$ cat src/rtl/usec_tick_pkg.sv
package usec_tick_pkg;
    localparam int FIELD_W = 8;
    localparam int CFG_W   = 2 * FIELD_W;
    localparam int DATA_W  = 32;
    localparam int SUM_W   = FIELD_W + 2;

    typedef struct packed {
        logic [FIELD_W-1:0] step_m1;
        logic [FIELD_W-1:0] mod_m1;
    } ratio_t;
endpackage

$ cat src/rtl/usec_ratio_reg.sv
module usec_ratio_reg
    import usec_tick_pkg::*;
#(
    parameter logic [CFG_W-1:0] RESET_VAL = 16'h000b
) (
    input  logic             clk,
    input  logic             rst_n,
    input  logic             wr_en,
    input  logic [CFG_W-1:0] wr_val,
    output ratio_t           ratio,
    output logic             restart
);
    typedef struct packed {
        ratio_t ratio;
    } state_t;

    state_t st_d, st_q;

    always_comb begin
        st_d = st_q;
        if (wr_en) begin
            st_d.ratio = ratio_t'(wr_val);
        end
    end

    always_ff @(posedge clk or negedge rst_n) begin
        if (!rst_n) begin
            st_q.ratio <= ratio_t'(RESET_VAL);
        end else begin
            st_q <= st_d;
        end
    end

    assign ratio   = st_q.ratio;
    assign restart = wr_en;
endmodule

$ cat src/rtl/usec_frac_tick.sv
module usec_frac_tick
    import usec_tick_pkg::*;
(
    input  logic   clk,
    input  logic   rst_n,
    input  ratio_t ratio,
    input  logic   restart,
    output logic   tick
);
    typedef struct packed {
        logic [SUM_W-1:0] acc;
        logic             tick;
    } state_t;

    state_t st_d, st_q;

    logic [SUM_W-1:0] step_w;
    logic [SUM_W-1:0] mod_w;
    logic [SUM_W-1:0] sum_w;

    always_comb begin
        step_w = SUM_W'(ratio.step_m1) + SUM_W'(1);
        mod_w  = SUM_W'(ratio.mod_m1) + SUM_W'(1);
        sum_w  = st_q.acc + step_w;
        st_d   = st_q;
        if (restart) begin
            st_d.acc  = '0;
            st_d.tick = 1'b0;
        end else if (step_w >= mod_w) begin
            st_d.acc  = '0;
            st_d.tick = 1'b1;
        end else if (sum_w >= mod_w) begin
            st_d.acc  = sum_w - mod_w;
            st_d.tick = 1'b1;
        end else begin
            st_d.acc  = sum_w;
            st_d.tick = 1'b0;
        end
    end

    always_ff @(posedge clk or negedge rst_n) begin
        if (!rst_n) begin
            st_q.acc  <= '0;
            st_q.tick <= 1'b0;
        end else begin
            st_q <= st_d;
        end
    end

    assign tick = st_q.tick;
endmodule

$ cat src/rtl/usec_counter.sv
module usec_counter #(
    parameter int CNT_W = 32
) (
    input  logic             clk,
    input  logic             rst_n,
    input  logic             tick,
    output logic [CNT_W-1:0] count
);
    typedef struct packed {
        logic [CNT_W-1:0] cnt;
    } state_t;

    state_t st_d, st_q;

    always_comb begin
        st_d     = st_q;
        st_d.cnt = st_q.cnt + CNT_W'(tick);
    end

    always_ff @(posedge clk or negedge rst_n) begin
        if (!rst_n) begin
            st_q.cnt <= '0;
        end else begin
            st_q <= st_d;
        end
    end

    assign count = st_q.cnt;
endmodule

$ cat src/rtl/usec_tick_timer.sv
module usec_tick_timer
    import usec_tick_pkg::*;
#(
    parameter int                CNT_W     = 32,
    parameter int                ADDR_W    = 8,
    parameter logic [ADDR_W-1:0] OFF_COUNT = 8'h10,
    parameter logic [ADDR_W-1:0] OFF_CFG   = 8'h14,
    parameter logic [CFG_W-1:0]  CFG_RESET = 16'h000b
) (
    input  logic              clk,
    input  logic              rst_n,
    input  logic              reg_we,
    input  logic [ADDR_W-1:0] reg_addr,
    input  logic [DATA_W-1:0] reg_wdata,
    output logic [DATA_W-1:0] reg_rdata,
    output logic              tick_o
);
    ratio_t           cfg_val;
    logic             cfg_wr;
    logic             acc_restart;
    logic [CNT_W-1:0] cnt_val;
    logic             unused_wdata_hi;

    assign cfg_wr          = reg_we && (reg_addr == OFF_CFG);
    assign unused_wdata_hi = ^reg_wdata[DATA_W-1:CFG_W];

    usec_ratio_reg #(
        .RESET_VAL (CFG_RESET)
    ) u_ratio (
        .clk     (clk),
        .rst_n   (rst_n),
        .wr_en   (cfg_wr),
        .wr_val  (reg_wdata[CFG_W-1:0]),
        .ratio   (cfg_val),
        .restart (acc_restart)
    );

    usec_frac_tick u_tick (
        .clk     (clk),
        .rst_n   (rst_n),
        .ratio   (cfg_val),
        .restart (acc_restart),
        .tick    (tick_o)
    );

    usec_counter #(
        .CNT_W (CNT_W)
    ) u_count (
        .clk   (clk),
        .rst_n (rst_n),
        .tick  (tick_o),
        .count (cnt_val)
    );

    always_comb begin
        reg_rdata = '0;
        if (reg_addr == OFF_COUNT) begin
            reg_rdata[CNT_W-1:0] = cnt_val;
        end else if (reg_addr == OFF_CFG) begin
            reg_rdata[CFG_W-1:0] = cfg_val;
        end
    end
endmodule

$ cat config.mk
export PLATFORM = sky130hd
export DESIGN_NAME = usec_tick_timer
export DESIGN_NICKNAME = d
export VERILOG_FILES = /design/src/rtl/usec_tick_pkg.sv /design/src/rtl/usec_ratio_reg.sv /design/src/rtl/usec_frac_tick.sv /design/src/rtl/usec_counter.sv /design/src/rtl/usec_tick_timer.sv
export SDC_FILE = /design/constraint.sdc
export NUM_CORES = 1
export LEC_CHECK = 0
export BUFFER_PORTS_ARGS = -buffer_cell sky130_fd_sc_hd__buf_4
export CAP_MARGIN = 20
export CORE_UTILIZATION = 60
export CTS_CLUSTER_SIZE = 12
export DETAILED_ROUTE_END_ITERATION = 12
export GPL_TIMING_DRIVEN = 0
export HOLD_SLACK_MARGIN = 0.03
export PLACE_DENSITY = 0.86
export SYNTH_ARGS = -nofsm -noshare
export SYNTH_HDL_FRONTEND = slang
export SYNTH_SLANG_ARGS = --single-unit
$ cat constraint.sdc
create_clock -name clk -period 8.54 [get_ports clk]
set_input_delay 1.281 -clock clk [delete_from_list [all_inputs] [get_ports clk]]
set_output_delay 1.281 -clock clk [all_outputs]
set_load 0.05 [all_outputs]
==> metrics <==
Setup-failing EPs final 0; startpoint-to-endpoint class of the critical path input pin to output port; worst clock skew on the final layout 0.0104 ns; timing endpoint of the critical path reg_rdata[23]; die extent in y 83.5 um; count of hold buffers inserted by post-cts repair 0; register bit count reported by yosys 59; total via count after detailed routing 3,337; launching element type of the critical path input pin; most frequent standard cell in the layout excluding fill and tap cells sky130_fd_sc_hd__buf_4; met3 wirelength from detailed routing 658 um; number of warnings printed during yosys synthesis 0; nets in the synthesized netlist 489; distinct cell type count of the synthesized netlist 49; Clk Tree Root Cell sky130_fd_sc_hd__clkbuf_8; number of standard cells in the layout, taps in and fillers out 563; fraction of the mapped netlist area in compound gates 11.0%; number of routed nets with antenna violations 0; highest routing layer actually used met4; Peak Freq 228 MHz; startpoint of the lowest-slack register-to-register path u_ratio.ratio[8]; count of final hold-check violations 0; drt first-iter violations 129; pre-CTS setup slack 4.18 ns; Die Area 6970 sq um; final routed wire length divided by cell count 17.4 um; FF-to-FF setup slack 4.38 ns; detailed-placement wirelength estimate 7190 um; worst setup path start reg_addr[5]; post-route minimum period 4.40 ns; mapped cell area 3980 sq um; clk sink count 59; ratio of final minimum period to clock period 51.5%; depth of the worst register-to-register path 16; final core utilization 74.3%; minimum setup slack in the final design 4.14 ns; share of post-route cells with drive strength above 1 21.0%; global-route wire length before repair 16,400 um; cell total after placement 547; amount of wire on met2 after detailed routing 4680 um; area share of xor/xnor cells in the synthesized design 11.2%; dominant combinational cell family by area after synthesis simple AND/OR/NAND/NOR gates; transition time at the pin with the least slew margin 0.745 ns; IO Port Bufs 58; filler instances 448; number of buffers inserted during clock tree synthesis 9; final count of pins violating max slew 0; synthesized area per cell 9.67 sq um; GRT Residual Overflow 0; via count of the first global-routing pass 3,331; peak ir drop on the vdd network 0.000208 V; largest net degree at the start of global routing 60; die span in x 83.5 um; Data arrival, critical path 3.11 ns; endpoint of the most critical register-to-register path u_tick.st_q[3]; drt total wl 9780 um; count of instances resized after the clock tree is built 0; post-synthesis sequential area ratio 37.2%; number of levels in the clock H-tree 3; standby leakage power 2.28 nW; proportion of synthesized area in mux cells 7.95%; total routing usage reported by global routing 30.2%; I/O Pins 76; Initial Utilization 62.4%; Data required, critical path 7.26 ns; clock tree from TritonCTS yes; clk buf depth 2; type of destination of the critical path output port; standard-cell rows 29; area of the core 6390 sq um; type of the worst min-delay path register to register; commonest non-fill, non-tap cells in the layout sky130_fd_sc_hd__buf_4, sky130_fd_sc_hd__dfrtp_1, sky130_fd_sc_hd__xnor2_1; setup repair after global routing missed its margin no; synthesized instance count 412; adder and majority gate portion of the synthesized area 11.1%; final RePlAce weighted congestion 0.930; antenna diode count 0; Fin Setup TNS 0 ns; Reg clk slew, reported paths 0.07 ns; area growth from synthesis to final layout 19.1%; run status finished, final reports clean; share of synthesized cell area in and, or, nand and nor gates 18.9%; clock network latency to the later pin of the worst-skew pair 0.34 ns; Rel. slew slack 50.3%; number of optimization iterations in the first detailed-route pass 5; post-CTS setup buffer count 0; max-capacitance violation count 0; Critical Path Fanout Max 10; antenna violations before repair 0; PD cells 277 nW/um^2; net count reported at finish 558; Vias/cell 5.93; number of DRC violations after detailed routing 0; Post-Route M1 WL 4260 um
registers in the layout, summed over array words and instances (netlist names):
register       count
u_count.count     32
u_ratio.ratio     16
u_tick.st_q       10
u_tick.tick        1
how the worst min path moves through the flow:
stage	startpoint	to	slack, ns	cells past startpoint
after floorplan	u_count.count[31]	u_count.count[31]	0.43	1
after global placement	u_count.count[31]	u_count.count[31]	0.45	1
after detailed placement	u_count.count[27]	u_count.count[27]	0.47	1
after CTS	u_count.count[31]	u_count.count[31]	0.48	1
after global routing	u_count.count[31]	u_count.count[31]	0.49	1
final	u_count.count[31]	u_count.count[31]	0.47	1
through the flow:
stage	power [mW]	cell area (sq um)	hold WS, ns
2_1_floorplan	0.865	3980	0.434
3_3_place_gp	0.990	4510	0.449
3_5_place_dp	1.01	4510	0.469
4_1_cts	1.30	4740	0.480
5_1_grt	1.41	4740	0.488
6_report	1.31	4740	0.473
cell type report:
type / count / area (sq um) / area share [%]
clock buffer: 12 / 155 / 3.27
multi-input combinational: 328 / 2400 / 50.5
timing repair buffer: 58 / 435 / 9.18
inverter: 16 / 60.1 / 1.27
tap: 77 / 96.3 / 2.03
sequential: 59 / 1480 / 31.2
buffer: 9 / 46.3 / 0.976
clock inverter: 4 / 73.8 / 1.56
layer usage:
metal  up-vias  global-route usage (%)
met4         0                    10.3
li1       1604                       -
met2       135                    49.4
met3        16                    6.03
met5         -                       0
met1      1582                    40.3
cells by family (layout without fill, tap and decap cells):
group / Yosys count / count (layout)
buffers and inverters: 25 / 99
adder cells (fa/ha/maj): 34 / 34
XOR/XNOR: 51 / 51
AO/OA/AOI/OAI: 65 / 65
AND/OR/NAND/NOR: 148 / 148
multiplexers: 30 / 30
flip-flops: 59 / 59
critical path, cell delays in order:
cell and delay, ns:
sky130_fd_sc_hd__buf_4 0.11, sky130_fd_sc_hd__nor4b_1 0.30, sky130_fd_sc_hd__nand2_1 0.35, sky130_fd_sc_hd__nor2_1 0.39, sky130_fd_sc_hd__clkbuf_1 0.31, sky130_fd_sc_hd__and2_1 0.18, sky130_fd_sc_hd__buf_4 0.19
power by group:
group | total [mW] | leakage [nW] | internal (mW) | switching (mW)
combinational | 0.646 | 1.40 | 0.281 | 0.365
sequential | 0.373 | 0.764 | 0.332 | 0.0413
clock | 0.293 | 0.117 | 0.180 | 0.113
synth_stat cells, drive strengths merged:
cell     count  area [sq um]
ha          32           400
a211oi       5          37.5
o211ai       2          15.0
clkbuf       3          11.3
o21ai       11          55.1
inv         16          60.1
and4         3          26.3
a21oi       20           108
mux2        13           146
o2111ai      1          8.76
o31a         2          17.5
o21a         8          60.1
and2        16           100
nand3b       1          7.51
nand4       10          68.8
o41ai        1          8.76
xnor2       39           342
a211o        5          43.8
and3        10          67.6
a21boi       1          7.51
dfrtp       56          1400
a31oi        1          6.26
buf          6          35.0
o22ai        1          6.26
nor4b        1          8.76
nor2        36           135
o21bai       2          15.0
o2111a       1          11.3
xor2        12           105
nand2       29           111
fa           2          40.0
nor2b        3          18.8
nand2b       2          12.5
or2          1          6.26
a21o         2          15.0
or3          4          30.0
mux2i       17           170
dfstp        3          78.8
a311oi       2          23.8
nand3       24           120
nor3         8          40.0
Power figures use the tool's default switching activity.
